## src/rtl/hsp_pkg.sv

```systemverilog
package hsp_pkg;
    typedef enum logic [1:0] {
        ST_EMPTY,
        ST_LOAD,
        ST_FULL,
        ST_READ
    } buf_state_t;

    typedef struct packed {
        logic ovr;
        logic ibf;
        logic inte;
        logic intr;
    } flags_t;
endpackage

```

## src/rtl/hsp_edge.sv

```systemverilog
module hsp_edge #(
    parameter logic IDLE = 1'b0
) (
    input  logic clk,
    input  logic rst_n,
    input  logic sig_i,
    output logic rise_o,
    output logic fall_o
);
    logic prev_q;

    always_ff @(posedge clk or negedge rst_n) begin
        if (!rst_n) prev_q <= IDLE;
        else        prev_q <= sig_i;
    end

    assign rise_o = sig_i & ~prev_q;
    assign fall_o = ~sig_i & prev_q;
endmodule

```

## src/rtl/hsp_latch.sv

```systemverilog
module hsp_latch #(
    parameter int WIDTH = 8
) (
    input  logic             clk,
    input  logic             rst_n,
    input  logic             load_i,
    input  logic [WIDTH-1:0] d_i,
    output logic [WIDTH-1:0] q_o
);
    always_ff @(posedge clk or negedge rst_n) begin
        if (!rst_n)      q_o <= '0;
        else if (load_i) q_o <= d_i;
    end
endmodule

```

## src/rtl/hsp_ctrl.sv

```systemverilog
module hsp_ctrl
    import hsp_pkg::*;
(
    input  logic   clk,
    input  logic   rst_n,
    input  logic   stb_fall_i,
    input  logic   stb_rise_i,
    input  logic   rd_rise_i,
    input  logic   rd_i,
    input  logic   ie_we_i,
    input  logic   ie_d_i,
    input  logic   stat_rd_i,
    output flags_t flags_o
);
    buf_state_t state_q, state_d;
    logic       inte_q, intr_q, ovr_q;

    // state register
    always_ff @(posedge clk or negedge rst_n) begin
        if (!rst_n) state_q <= ST_EMPTY;
        else        state_q <= state_d;
    end

    // next state
    always_comb begin
        state_d = state_q;
        unique case (state_q)
            ST_EMPTY: if (stb_fall_i) state_d = ST_LOAD;
            ST_LOAD:  if (stb_rise_i) state_d = ST_FULL;
            ST_FULL: begin
                if (stb_fall_i)     state_d = ST_LOAD;
                else if (rd_rise_i) state_d = ST_READ;
            end
            ST_READ: begin
                if (stb_fall_i) state_d = ST_LOAD;
                else if (!rd_i) state_d = ST_EMPTY;
            end
            default: state_d = ST_EMPTY;
        endcase
    end

    // flag registers
    always_ff @(posedge clk or negedge rst_n) begin
        if (!rst_n) begin
            inte_q <= 1'b0;
            intr_q <= 1'b0;
            ovr_q  <= 1'b0;
        end else begin
            if (ie_we_i) inte_q <= ie_d_i;

            if (ie_we_i && !ie_d_i)                               intr_q <= 1'b0;
            else if (rd_rise_i)                                   intr_q <= 1'b0;
            else if (state_q == ST_LOAD && stb_rise_i && inte_q)  intr_q <= 1'b1;

            if (stb_fall_i && (state_q == ST_FULL || state_q == ST_READ)) ovr_q <= 1'b1;
            else if (stat_rd_i)                                           ovr_q <= 1'b0;
        end
    end

    // outputs
    always_comb begin
        flags_o.ibf  = (state_q != ST_EMPTY);
        flags_o.intr = intr_q;
        flags_o.inte = inte_q;
        flags_o.ovr  = ovr_q;
    end
endmodule

```

## src/rtl/hsp_status.sv

```systemverilog
module hsp_status
    import hsp_pkg::*;
#(
    parameter bit GROUP_B = 1'b0,
    parameter int SW      = 8
) (
    input  flags_t        flags_i,
    output logic [SW-1:0] status_o
);
    localparam int OVR_BIT  = GROUP_B ? 3 : 7;
    localparam int IBF_BIT  = GROUP_B ? 1 : 5;
    localparam int INTE_BIT = GROUP_B ? 2 : 4;
    localparam int INTR_BIT = GROUP_B ? 0 : 3;

    always_comb begin
        status_o           = '0;
        status_o[OVR_BIT]  = flags_i.ovr;
        status_o[IBF_BIT]  = flags_i.ibf;
        status_o[INTE_BIT] = flags_i.inte;
        status_o[INTR_BIT] = flags_i.intr;
    end
endmodule

```

## src/rtl/hsp_strobe_port.sv

```systemverilog
module hsp_strobe_port
    import hsp_pkg::*;
#(
    parameter int WIDTH   = 8,
    parameter bit GROUP_B = 1'b0
) (
    input  logic             clk,
    input  logic             rst_n,
    input  logic [WIDTH-1:0] pins_i,
    input  logic             stb_n_i,
    input  logic             rd_i,
    input  logic             ie_we_i,
    input  logic             ie_d_i,
    input  logic             stat_rd_i,
    output logic [WIDTH-1:0] rd_data_o,
    output logic             ibf_o,
    output logic             intr_o,
    output logic [7:0]       status_o
);
    logic   stb_rise, stb_fall, rd_rise, rd_fall_unused;
    flags_t flags;

    hsp_edge #(.IDLE(1'b1)) u_stb_edge (
        .clk(clk), .rst_n(rst_n), .sig_i(stb_n_i),
        .rise_o(stb_rise), .fall_o(stb_fall)
    );

    hsp_edge #(.IDLE(1'b0)) u_rd_edge (
        .clk(clk), .rst_n(rst_n), .sig_i(rd_i),
        .rise_o(rd_rise), .fall_o(rd_fall_unused)
    );

    hsp_latch #(.WIDTH(WIDTH)) u_latch (
        .clk(clk), .rst_n(rst_n), .load_i(~stb_n_i),
        .d_i(pins_i), .q_o(rd_data_o)
    );

    hsp_ctrl u_ctrl (
        .clk(clk), .rst_n(rst_n),
        .stb_fall_i(stb_fall), .stb_rise_i(stb_rise),
        .rd_rise_i(rd_rise), .rd_i(rd_i),
        .ie_we_i(ie_we_i), .ie_d_i(ie_d_i), .stat_rd_i(stat_rd_i),
        .flags_o(flags)
    );

    hsp_status #(.GROUP_B(GROUP_B), .SW(8)) u_status (
        .flags_i(flags), .status_o(status_o)
    );

    assign ibf_o  = flags.ibf;
    assign intr_o = flags.intr;
endmodule

```

## config.mk

```make
export PLATFORM = sky130hd
export DESIGN_NAME = hsp_strobe_port
export DESIGN_NICKNAME = d
export VERILOG_FILES = /design/src/rtl/hsp_pkg.sv /design/src/rtl/hsp_edge.sv /design/src/rtl/hsp_latch.sv /design/src/rtl/hsp_ctrl.sv /design/src/rtl/hsp_status.sv /design/src/rtl/hsp_strobe_port.sv
export SDC_FILE = /design/constraint.sdc
export NUM_CORES = 1
export LEC_CHECK = 0
export ABC_AREA = 1
export BUFFER_PORTS_ARGS = -buffer_cell sky130_fd_sc_hd__buf_2
export CAP_MARGIN = 30
export CORE_MARGIN = 5
export CORE_UTILIZATION = 45
export DETAILED_ROUTE_END_ITERATION = 8
export HOLD_SLACK_MARGIN = 0.06
export PLACE_DENSITY_LB_ADDON = 0.15
export SLEW_MARGIN = 10
export SYNTH_ARGS = -nofsm -noshare
export SYNTH_HDL_FRONTEND = slang
export SYNTH_HIERARCHICAL = 1
export SYNTH_SLANG_ARGS = --single-unit
```

## constraint.sdc

```tcl
create_clock -name clk -period 1.5 [get_ports clk]
set_input_delay 0.15 -clock clk [delete_from_list [all_inputs] [get_ports clk]]
set_output_delay 0.15 -clock clk [all_outputs]
set_load 0.02 [all_outputs]
```

==> impl_results.md <==
* Crit Path Class: in -> reg
* R2R Path Start: u_stb_edge/prev_q$_DFF_PN1_
* WL/cell at 10.8 um
* Crit Path Max Fanout at 4
* Antenna viol nets, final at 0
* Die Y at 50.9 um
* Hold Path Depth at 3
* Arr. time, crit path at 1440 ps
* Antenna Cells at 0
* F_max at 0.786 GHz
* Sequential power share at 42.6%
* Netlist Area Pre-Place at 752 um^2
* Rows at 14
* WP buf/inv at 3
* Logic pwr share at 39.3%
* Req. time, crit path at 1670 ps
* HP Class: in -> reg
* Initial antenna violation count at 0
* Final setup margin at 228 ps
* Crit path largest cell delay at 540 ps
* Vias per cell at 4.55
* Critical Path, Cell by Cell: dlygate4sd3_1 > buf_2 > nor2_1 > inv_1 > nand3_2 > nand3_2 > nand2_1 > nand2_1
* CP startpoint kind: input port
* Synthesis-to-finish area growth at 23.1%
* Leak at 0.554 nW
* Total power divided by cell area at 1330 mW/mm^2
* Clock-pin slew on the worst setup and hold paths at 80 ps
* DRT Pass-1 Iters at 4
* I/O Buffers at 28
* Total die area at 0.00259 mm^2
* Yosys warning count at 6
* Worst VDD drop at 0.000606 V
* Worst R2R Setup Slack at 240 ps
* CP max stage cell: dlygate4sd3_1
* Final setup viols at 0
* Max-cap viol count at 0
* Fin crit share at 84.8%
* Mean Syn Cell Area at 8.00 um^2
* # DRC at 0
* Largest delay share family, worst path: buffers and inverters
* Clock root cell: clkbuf_4
* Pin count of the biggest net entering global routing at 16
* Drt total wl at 1510 um
* Hold buffers post-CTS at 7
* Final GP Congestion at 0.837
* I/O Pins at 33
* Number of global-route vias before repair at 652
* Vias at 637
* Layout cells sized above 1 at 31.5%
* RSZ-0062 raised after global routing: false
* Clk Latency, worst-skew pair at 270 ps
* First-pass GRT wire length at 2630 um
* TNS Setup at 0 ps
* # H-tree levels at 1
* Worst R2R Path Depth at 7
* Grt ovf at 0
* Max Buffers Root-to-Sink at 2
* Critical path capture point type: flip-flop
* TritonCTS clock tree: built
* Cells after Synth at 94
* Status: finished, final reports clean
* CTS sink count at 15
* Hold Vio Cnt, Final at 0
* Pre-CTS setup slack at 271 ps
* Switching power at 0.490 mW
* Core Box Area at 0.00154 mm^2
* Fin crit period at 1270 ps
* DR iter-0 viols at 10
* Slew Limit Fails at 0
* Fin nets at 140
* Die X at 50.9 um
* Hold path start: pins_i[5]
* Global-route usage over all layers at 13.2%
* Overall power at 1.23 mW
* Post-CTS Resized at 0
* Int Pwr at 0.741 mW
* Detailed Place HPWL at 1170 um
* Sw frac at 39.8%
* Clk_skew at 0.441 ps
* Hold path endpoint: u_latch/q_o[5]$_DFFE_PN0P_
* CTS Buf Count at 3
* Initial core utilization at 48.8%
* Clock share of power at 18.1%
* Worst reg2reg path endpoint: u_ctrl/state_q[0]$_DFFE_PN0P_
* Setup bufs post-CTS at 0
[area by class of cell]
cell class                      count  area (um^2)
Clock buffer                        4         26.3
Fill cell                         144          616
Inverter                           14         52.6
Multi-Input combinational cell     56          240
Sequential cell                    15          377
Tap cell                           16         20.0
Timing Repair Buffer               35          210
[worst max-delay path by stage]
stage               cells past startpoint                            end  slack [ps]                   startpoint
finish                                  8  u_ctrl/state_q[0]$_DFFE_PN0P_         230                      stb_n_i
global placement                        7  u_ctrl/state_q[0]$_DFFE_PN0P_         340  u_stb_edge/prev_q$_DFF_PN1_
detailed placement                      7  u_ctrl/state_q[0]$_DFFE_PN0P_         270  u_stb_edge/prev_q$_DFF_PN1_
CTS                                     7  u_ctrl/state_q[0]$_DFFE_PN0P_         250  u_stb_edge/prev_q$_DFF_PN1_
global route                            7  u_ctrl/state_q[0]$_DFFE_PN0P_          90  u_stb_edge/prev_q$_DFF_PN1_
floorplan                               7  u_ctrl/state_q[0]$_DFFE_PN0P_         370  u_stb_edge/prev_q$_DFF_PN1_
[placed cells by master, fill, tap and decap left out]
cell type / count
nand3_2: 2
nor2_1: 6
inv_2: 3
dlygate4sd3_1: 7
o21ai_1: 1
nand2_1: 36
a21oi_1: 1
buf_2: 28
dfrtp_1: 14
nand2_2: 2
clkbuf_4: 3
o21ai_0: 1
inv_1: 11
a31oi_1: 1
conb_1: 4
nand4_1: 1
o21a_1: 1
dfstp_2: 1
clkbuf_1: 1
[power groups by stage]
stage / Clock (mW) / Combinational (mW) / Sequential (mW)
after floorplan: 0 / 0.374 / 0.544
after global placement: 0 / 0.451 / 0.526
after detailed placement: 0 / 0.472 / 0.531
after CTS: 0.238 / 0.487 / 0.523
after global routing: 0.259 / 0.531 / 0.532
final: 0.222 / 0.484 / 0.524
[registers in the layout, indices dropped and copies added (netlist names)]
name / count
u_latch/q_o: 8
u_ctrl/state_q: 2
u_ctrl/inte_q: 1
u_ctrl/intr_q: 1
u_ctrl/ovr_q: 1
u_rd_edge/prev_q: 1
u_stb_edge/prev_q: 1
[per-layer routing]
metal / GRT usage (%) / routed length (um)
met2: 21.5 / 730
met3: 4.65 / 144
met4: 8.51 / 16
met1: 14.4 / 618
met5: 0 / 0
[metrics by stage]
stage,hold slack (ps),instance area [um^2],instances,util (%)
final,77.1,926,140,60.1
after global routing,63.4,926,140,60.1
after CTS,64.5,926,140,60.1
after detailed placement,72.2,830,129,53.8
after global placement,70.8,830,129,53.8
after floorplan,-146,763,97,-
[worst register-to-register path: stages, from the launching register on]
cell and delay (ps):
dfstp_2 530, inv_1 30, nor2_1 190, inv_1 110
nand3_2 110, nand3_2 60, nand2_1 70, nand2_1 50
Power figures use the tool's default switching activity.
